File: config.mk
export PLATFORM = sky130hd
export DESIGN_NAME = inport_cond
export DESIGN_NICKNAME = d
export VERILOG_FILES = /design/src/rtl/inport_pkg.sv /design/src/rtl/inport_debounce.sv /design/src/rtl/inport_edge.sv /design/src/rtl/inport_regs.sv /design/src/rtl/inport_cond.sv
export SDC_FILE = /design/constraint.sdc
export NUM_CORES = 1
export LEC_CHECK = 0
export BUFFER_PORTS_ARGS = -buffer_cell sky130_fd_sc_hd__buf_2
export CAP_MARGIN = 0
export CORE_ASPECT_RATIO = 0.9
export CORE_MARGIN = 2
export CORE_UTILIZATION = 45
export DETAILED_ROUTE_END_ITERATION = 6
export GPL_ROUTABILITY_DRIVEN = 0
export PLACE_DENSITY = 0.65
export SYNTH_ARGS = -nofsm -noshare
export SYNTH_HDL_FRONTEND = slang
export SYNTH_SLANG_ARGS = --single-unit
File: constraint.sdc
create_clock -name clk -period 4 [get_ports clk]
set_clock_uncertainty 0.15 [all_clocks]
set_input_delay 0.6 -clock clk [delete_from_list [all_inputs] [get_ports clk]]
set_output_delay 0.6 -clock clk [all_outputs]
set_load 0.02 [all_outputs]
File: src/rtl/inport_pkg.sv
package inport_pkg;

    typedef enum logic [0:0] {
        DB_STEADY   = 1'b0,
        DB_CHANGING = 1'b1
    } db_state_e;

    typedef enum logic [0:0] {
        EG_LOW  = 1'b0,
        EG_HIGH = 1'b1
    } edge_state_e;

    localparam logic [2:0] A_PINS   = 3'd0;
    localparam logic [2:0] A_DEBSEL = 3'd1;
    localparam logic [2:0] A_INV    = 3'd2;
    localparam logic [2:0] A_MASK   = 3'd3;
    localparam logic [2:0] A_INHIB  = 3'd4;
    localparam logic [2:0] A_PEND   = 3'd5;
    localparam logic [2:0] A_SRC    = 3'd6;

endpackage

File: src/rtl/inport_debounce.sv
module inport_debounce
    import inport_pkg::*;
#(
    parameter int TICKS = 3
) (
    input  logic clk,
    input  logic rst_n,
    input  logic tick,
    input  logic din,
    output logic lvl_o
);

    localparam int CW = $clog2(TICKS + 1);
    localparam logic [CW-1:0] LAST = CW'(TICKS - 1);

    db_state_e     state_q, state_d;
    logic [CW-1:0] cnt_q, cnt_d;
    logic          lvl_q, lvl_d;

    // state register
    always_ff @(posedge clk) begin
        if (!rst_n) begin
            state_q <= DB_STEADY;
            cnt_q   <= '0;
            lvl_q   <= 1'b0;
        end else begin
            state_q <= state_d;
            cnt_q   <= cnt_d;
            lvl_q   <= lvl_d;
        end
    end

    // next state and accepted level
    always_comb begin
        state_d = state_q;
        cnt_d   = cnt_q;
        lvl_d   = lvl_q;
        if (tick) begin
            unique case (state_q)
                DB_STEADY: begin
                    if (din != lvl_q) begin
                        if (TICKS <= 1) begin
                            lvl_d = din;
                        end else begin
                            state_d = DB_CHANGING;
                            cnt_d   = CW'(1);
                        end
                    end
                end
                DB_CHANGING: begin
                    if (din == lvl_q) begin
                        state_d = DB_STEADY;
                        cnt_d   = '0;
                    end else if (cnt_q == LAST) begin
                        state_d = DB_STEADY;
                        cnt_d   = '0;
                        lvl_d   = din;
                    end else begin
                        cnt_d = cnt_q + CW'(1);
                    end
                end
                default: begin
                    state_d = DB_STEADY;
                    cnt_d   = '0;
                end
            endcase
        end
    end

    // outputs
    always_comb begin
        lvl_o = lvl_q;
    end

endmodule

File: src/rtl/inport_edge.sv
module inport_edge
    import inport_pkg::*;
(
    input  logic clk,
    input  logic rst_n,
    input  logic sig,
    output logic rise_o
);

    edge_state_e state_q, state_d;

    // state register
    always_ff @(posedge clk) begin
        if (!rst_n) state_q <= EG_LOW;
        else        state_q <= state_d;
    end

    // next state
    always_comb begin
        unique case (state_q)
            EG_LOW:  state_d = sig ? EG_HIGH : EG_LOW;
            EG_HIGH: state_d = sig ? EG_HIGH : EG_LOW;
            default: state_d = EG_LOW;
        endcase
    end

    // outputs
    always_comb begin
        rise_o = (state_q == EG_LOW) && sig;
    end

endmodule

File: src/rtl/inport_regs.sv
module inport_regs
    import inport_pkg::*;
#(
    parameter int NPIN = 4
) (
    input  logic            clk,
    input  logic            rst_n,
    input  logic            wr,
    input  logic [2:0]      addr,
    input  logic [NPIN-1:0] wdata,
    input  logic [NPIN-1:0] pins,
    input  logic [NPIN-1:0] pend,
    output logic [NPIN-1:0] debsel_o,
    output logic [NPIN-1:0] inv_o,
    output logic [NPIN-1:0] mask_o,
    output logic [NPIN-1:0] inhib_o,
    output logic            src_o,
    output logic [NPIN-1:0] clr_o,
    output logic [NPIN-1:0] rdata_o
);

    logic [NPIN-1:0] debsel_q, inv_q, mask_q, inhib_q;
    logic            src_q;

    always_ff @(posedge clk) begin
        if (!rst_n) begin
            debsel_q <= '0;
            inv_q    <= '0;
            mask_q   <= '0;
            inhib_q  <= '0;
            src_q    <= 1'b0;
        end else if (wr) begin
            if (addr == A_DEBSEL) debsel_q <= wdata;
            if (addr == A_INV)    inv_q    <= wdata;
            if (addr == A_MASK)   mask_q   <= wdata;
            if (addr == A_INHIB)  inhib_q  <= wdata;
            if (addr == A_SRC)    src_q    <= wdata[0];
        end
    end

    always_comb begin
        clr_o = (wr && addr == A_PEND) ? wdata : '0;
    end

    always_comb begin
        unique case (addr)
            A_PINS:   rdata_o = pins;
            A_DEBSEL: rdata_o = debsel_q;
            A_INV:    rdata_o = inv_q;
            A_MASK:   rdata_o = mask_q;
            A_INHIB:  rdata_o = inhib_q;
            A_PEND:   rdata_o = pend;
            A_SRC:    rdata_o = {{(NPIN-1){1'b0}}, src_q};
            default:  rdata_o = '0;
        endcase
    end

    assign debsel_o = debsel_q;
    assign inv_o    = inv_q;
    assign mask_o   = mask_q;
    assign inhib_o  = inhib_q;
    assign src_o    = src_q;

endmodule

File: src/rtl/inport_cond.sv
module inport_cond
    import inport_pkg::*;
#(
    parameter int             NPIN       = 4,
    parameter int             DEB_TICKS  = 3,
    parameter logic [NPIN-1:0] PULLUP_OPT = 4'b0011,
    parameter logic [NPIN-1:0] PULLDN_OPT = 4'b0100
) (
    input  logic            clk,
    input  logic            rst_n,
    input  logic [NPIN-1:0] pin_i,
    input  logic            sample_tick_i,
    input  logic            reg_wr_i,
    input  logic [2:0]      reg_addr_i,
    input  logic [NPIN-1:0] reg_wdata_i,
    output logic [NPIN-1:0] reg_rdata_o,
    output logic [NPIN-1:0] irq_pend_o,
    output logic            irq_o,
    output logic [1:0]      test_flag_o,
    output logic            cnt_evt_o,
    output logic [NPIN-1:0] pullup_en_o,
    output logic [NPIN-1:0] pulldn_en_o,
    output logic            opt_err_o
);

    localparam logic [NPIN-1:0] CONFLICT = PULLUP_OPT & PULLDN_OPT;

    logic [NPIN-1:0] sync1_q, sync2_q;
    logic [NPIN-1:0] deb_lvl, cond_sig, rise;
    logic [NPIN-1:0] debsel_q, inv_q, mask_q, inhib_q, clr_vec;
    logic [NPIN-1:0] pend_q;
    logic            src_q, evt_q;

    always_ff @(posedge clk) begin
        if (!rst_n) begin
            sync1_q <= '0;
            sync2_q <= '0;
        end else begin
            sync1_q <= pin_i;
            sync2_q <= sync1_q;
        end
    end

    inport_regs #(.NPIN(NPIN)) u_regs (
        .clk      (clk),
        .rst_n    (rst_n),
        .wr       (reg_wr_i),
        .addr     (reg_addr_i),
        .wdata    (reg_wdata_i),
        .pins     (pin_i),
        .pend     (pend_q),
        .debsel_o (debsel_q),
        .inv_o    (inv_q),
        .mask_o   (mask_q),
        .inhib_o  (inhib_q),
        .src_o    (src_q),
        .clr_o    (clr_vec),
        .rdata_o  (reg_rdata_o)
    );

    for (genvar i = 0; i < NPIN; i++) begin : g_pin
        inport_debounce #(.TICKS(DEB_TICKS)) u_deb (
            .clk   (clk),
            .rst_n (rst_n),
            .tick  (sample_tick_i),
            .din   (sync2_q[i]),
            .lvl_o (deb_lvl[i])
        );

        assign cond_sig[i] = (debsel_q[i] ? deb_lvl[i] : sync2_q[i]) ^ inv_q[i];

        inport_edge u_edge (
            .clk    (clk),
            .rst_n  (rst_n),
            .sig    (cond_sig[i]),
            .rise_o (rise[i])
        );
    end

    always_ff @(posedge clk) begin
        if (!rst_n) begin
            pend_q <= '0;
            evt_q  <= 1'b0;
        end else begin
            pend_q <= (pend_q & ~clr_vec) | (rise & mask_q);
            evt_q  <= src_q ? rise[3] : rise[0];
        end
    end

    assign irq_pend_o  = pend_q;
    assign irq_o       = |(pend_q & mask_q);
    assign test_flag_o = deb_lvl[1:0];
    assign cnt_evt_o   = evt_q;
    assign pullup_en_o = PULLUP_OPT & ~CONFLICT & ~inhib_q;
    assign pulldn_en_o = PULLDN_OPT & ~CONFLICT & ~inhib_q;
    assign opt_err_o   = |CONFLICT;

endmodule

# After elaboration in Yosys (flattened, before gate mapping)
# Index checks and enable logic that the tools add are counted.
[word_totals] reg_bits=50 inputBits=15 output_inout_bits=21
[classes] addsub=4 n_eq_ne=22 mux=43 bitwise=22 n_reduce_logical=20
[ops] operator="4-bit case mux with 7 select lines" count=1
[ops] operator="2-bit 2-to-1 mux" count=12
[ops] operator="1-bit 2-to-1 mux" count=21
[ops] operator="2-bit AND reduction" count=9
[ops] operator="2-bit case mux with 2 select lines" count=4
[ops] operator="4-bit AND reduction" count=4
[ops] operator="4-bit bitwise AND" count=3
[ops] operator="1-bit inverter" count=12
[ops] operator="3-bit == test (second input constant)" count=3
[ops] operator="2-bit by 1-bit adder with 2-bit output (second input constant)" count=4
[ops] operator="2-bit == test (second input constant)" count=4
[ops] operator="2-bit by 1-bit != test with 1-bit output (second input constant)" count=4
[ops] operator="1-bit case mux with 2 select lines" count=4
[ops] operator="3-bit by 2-bit == test with 1-bit output (second input constant)" count=2
[ops] operator="1-bit logical AND" count=5
[ops] operator="1-bit == test" count=4
[ops] operator="4-bit 2-to-1 mux" count=1
[ops] operator="1-bit != test" count=4
[ops] operator="4-bit inverter" count=1
[ops] operator="4-bit OR" count=1
[ops] operator="4-bit OR reduction" count=1
[ops] operator="1-bit bitwise XOR" count=4
[ops] operator="3-bit by 1-bit == test with 1-bit output (second input constant)" count=1
[ops] operator="3-bit zero test" count=1
[ops] operator="3-bit inverter" count=1

# Longest topological paths before layout
[depth] depth_word=6 ltp_mapped=5

# Hierarchy
# From an unflattened synthesis, not the netlist that was laid out.
[unflattened] cells_unflattened=250 hier_area_um2=2523.7
[modules_own_cells] mod="inport_regs" n_inst=1 cells_per_inst=91 area_each_um2=969.7 seq_area_each_um2=340.3
[modules_own_cells] mod="inport_debounce" n_inst=4 cells_per_inst=22 area_each_um2=205.2 seq_area_each_um2=80.1
[modules_own_cells] mod="inport_cond" n_inst=1 cells_per_inst=59 area_each_um2=573.0 seq_area_each_um2=260.2
[modules_own_cells] mod="inport_edge" n_inst=4 cells_per_inst=3 area_each_um2=40.0 seq_area_each_um2=20.0

# Least setup slack after synthesis
# Ideal clock, no wire load.
[synth_timing] kind="input-to-output" startpoint="input port reg_addr_i[0]" endpoint="output port reg_rdata_o[1]" t_arrival_ps=1570 required_ps=3250 slack_ps=1680 stages=4 n_path_buf=2 cell_sequence="buf_2 -> buf_2 -> mux2_2 -> a22o_1"
[synth_via] elab_chain_cells=2 elab_cells_between_ends=8 classes_between="eq/ne (6); mux (1); reduce/logical (1)"
[synth_rtl] element="start, declared" line_no="inport_cond.sv:14" rtl="input logic [2:0] reg_addr_i,"
[synth_rtl] element="3-bit == test (tied with other cells)" line_no="inport_regs.sv:46" rtl="unique case (addr)"
[synth_rtl] element="4-bit case mux with 7 select lines (*)" line_no="inport_regs.sv:46"
[synth_rtl] element="end, declared" line_no="inport_cond.sv:16" rtl="output logic [NPIN-1:0] reg_rdata_o,"
# Every way passes the cells marked *; elsewhere a longest branch is shown, timed or not.

# Worst setup path after layout
# Same ends and word-level chain as after synthesis.

==> flow_summary.json <==
{
  "status": "completed",
  "fmax_mhz": 388,
  "layout_commonest_cell": "dfxtp_1",
  "synth_top_family_by_area": "simple AND/OR/NAND/NOR gates",
  "finalSetupTns_ns": 0,
  "power_mw": 0.913,
  "power_density_nw_per_um2": 334,
  "antenna_cells": 0,
  "route.vias.total": 1831,
  "synth_area_leaders": "dfxtp_1, mux2i_1, nor2b_1",
  "rsz0062_at_grt": "false",
  "grt_pass1_wl_um": 7940,
  "max-slew-margin-rel_pct": 49.3,
  "ys_types": 45,
  "cts_resized": 0,
  "cts_max_level": 2,
  "vdd_drop_max_uv": 253,
  "critPathCaptureType": "primary output",
  "cts_buffers": 5,
  "dr.pass1.iters": 4,
  "antenna_found_initial": 0,
  "synth_flop_cell": "dfxtp_1",
  "cts_tree": "done",
  "synth_mux_area_share_pct": 15.9,
  "drt_iter0_drc": 114,
  "clock_latency_ns": 0.31,
  "clock-sinks": 50,
  "power.leakage_nw": 1.15,
  "grt_overflow_total": 0,
  "yosysTopAreaCell": "dfxtp_1",
  "critPathArrivalTime_ns": 1.83,
  "critPathMaxFanout": 17,
  "wl_per_cell_um": 14.2,
  "synth_simple_gate_area_share_pct": 24.2,
  "synth_edf_count": 0,
  "grt_max_degree": 44,
  "crit_path_start_kind": "input pin",
  "setup_viol": 0,
  "finalCritPeriodShare_pct": 64.4,
  "ys_seq_area_share_pct": 39.6,
  "area_delta_synth_final_pct": 8.22,
  "drive_gt1_share_pct": 17.0,
  "dp_hpwl_um": 3480,
  "synth-compound-area-share_pct": 10.1,
  "start_util_pct": 47.3,
  "die_area_um2": 6230,
  "track_usage_pct": 16.2,
  "die_h_um": 75.1,
  "grt_pass1_vias": 1615,
  "required_ns": 3.25,
  "tightest_slew_ns": 0.751,
  "hold_class": "register to register",
  "num_io_pins": 36,
  "die_w_um": 83.0,
  "cts.clk_slew.worst_paths_ns": 0.08,
  "viasPerCell": 5.32,
  "synth_area_um2": 2530,
  "cts_hold_buf": 0,
  "syn_area_per_cell_um2": 9.83,
  "netlist.area_leader.share_pct": 39.6,
  "post_cts_buffers": 0,
  "async_reset_ff_share_pct": 0,
  "synth-seq-cells": 50,
  "finalCriticalPeriod_ns": 2.58,
  "wl_um": 4900,
  "layout_common_cells": "dfxtp_1, mux2i_1, buf_2, nor2b_1, and2_1",
  "clock-root-buffer": "clkbuf_8",
  "yosys_warnings": 0,
  "nets": 291,
  "core-area_um2": 5350,
  "cts_buffer_depth": 2,
  "synth_xor_area_share_pct": 2.77,
  "final_antenna_net_count": 0,
  "drc": 0,
  "max_cap_viol_count": 0,
  "critPathKind": "input pin to primary output",
  "final_max_slew_viol_count": 0,
  "synthesis.instances": 257,
  "rows": 25,
  "synth_fa_ha_area_share_pct": 0,
  "io_buffers": 29,
  "final-hold-violation-count": 0
}
==> cell families (layout without fill, tap and decap cells) <==
logic type	count (synthesis)	in the layout
flops	50	50
simple gates	93	93
other cells	1	6
xor+xnor	8	8
mux	37	37
buf+inv	34	49
compound gates	34	34
==> metal layers <==
metal / GRT usage (%) / vias up / share of wire (%)
met3: 3.73 / 6 / 4.1
met5: 0 / - / 0
met1: 23.6 / 862 / 53
met4: 5.46 / 0 / 1.2
li1: - / 928 / -
met2: 23.8 / 35 / 42
==> area by class of cell <==
| class | instances | area, um2 |
|---|---|---|
| timing repair buffer | 31 | 160 |
| clock buffer | 7 | 86.3 |
| inverter | 10 | 37.5 |
| clock inverter | 1 | 5.00 |
| tap | 67 | 83.8 |
| multi-input combinational | 178 | 1360 |
| fill | 501 | 2610 |
| sequential | 50 | 1000 |
==> path summary, 6_finish.rpt <==
path | startpoint | endpoint | slack (ns) | cells after the start
setup reg to reg | u_regs.debsel_o[3] | irq_pend_o[3] | 2.64 | 3
hold reg to reg | sync1_q[1] | sync2_q[1] | 0.29 | 1
setup / recovery | reg_addr_i[0] | reg_rdata_o[1] | 1.42 | 4
hold / removal | sync1_q[1] | sync2_q[1] | 0.29 | 1
==> cell usage after synthesis, types with 2 or more instances <==
cell	number
a21oi_1	7
a221o_1	2
a22o_1	3
a22oi_1	2
a41o_1	2
and2_1	14
and4b_1	3
and4bb_2	2
buf_2	8
buf_4	8
buf_6	2
clkbuf_1	5
dfxtp_1	50
inv_1	10
mux2_2	2
mux2i_1	33
nand2_1	13
nand2b_1	3
nand3_1	6
nand3b_1	8
nand4b_1	8
nor2_1	6
nor2b_1	22
o211a_1	2
o211ai_1	4
o21a_1	2
o21ai_0	5
o32ai_1	2
xnor2_1	4
xor2_1	4
==> sequential cells by signal, indices dropped and copies added (netlist names) <==
register	count
g_pin.u_deb.cnt_q	8
g_pin.u_deb.lvl_o	4
g_pin.u_deb.state_q	4
g_pin.u_edge.state_q	4
irq_pend_o	4
sync1_q	4
sync2_q	4
u_regs.debsel_o	4
u_regs.inhib_o	4
u_regs.inv_o	4
u_regs.mask_o	4
cnt_evt_o	1
u_regs.src_o	1
==> where the power goes <==
| group | internal (mW) | switching (mW) |
|---|---|---|
| Combinational | 0.0374 | 0.0509 |
| Clock | 0.140 | 0.164 |
| Sequential | 0.510 | 0.0104 |
| Total | 0.687 | 0.225 |
==> worst max-delay path: stages <==
cell and delay [ns]:
buf_2 0.26, mux4_1 0.59, a22o_1 0.21, buf_2 0.16
==> per-stage QoR <==
step / area [um2] / hold slack [ns] / setup WS (ns) / cells / utilization (%)
after floorplan: 2550 / 0.262 / 1.68 / 262 / -
after global placement: 2640 / 0.269 / 1.44 / 336 / 49.4
after detailed placement: 2640 / 0.269 / 1.43 / 336 / 49.4
after CTS: 2740 / 0.295 / 1.42 / 344 / 51.1
after global routing: 2740 / 0.309 / 1.38 / 344 / 51.1
final: 2740 / 0.289 / 1.42 / 344 / 51.1
Note: power is estimated with default switching activity, not from simulation.
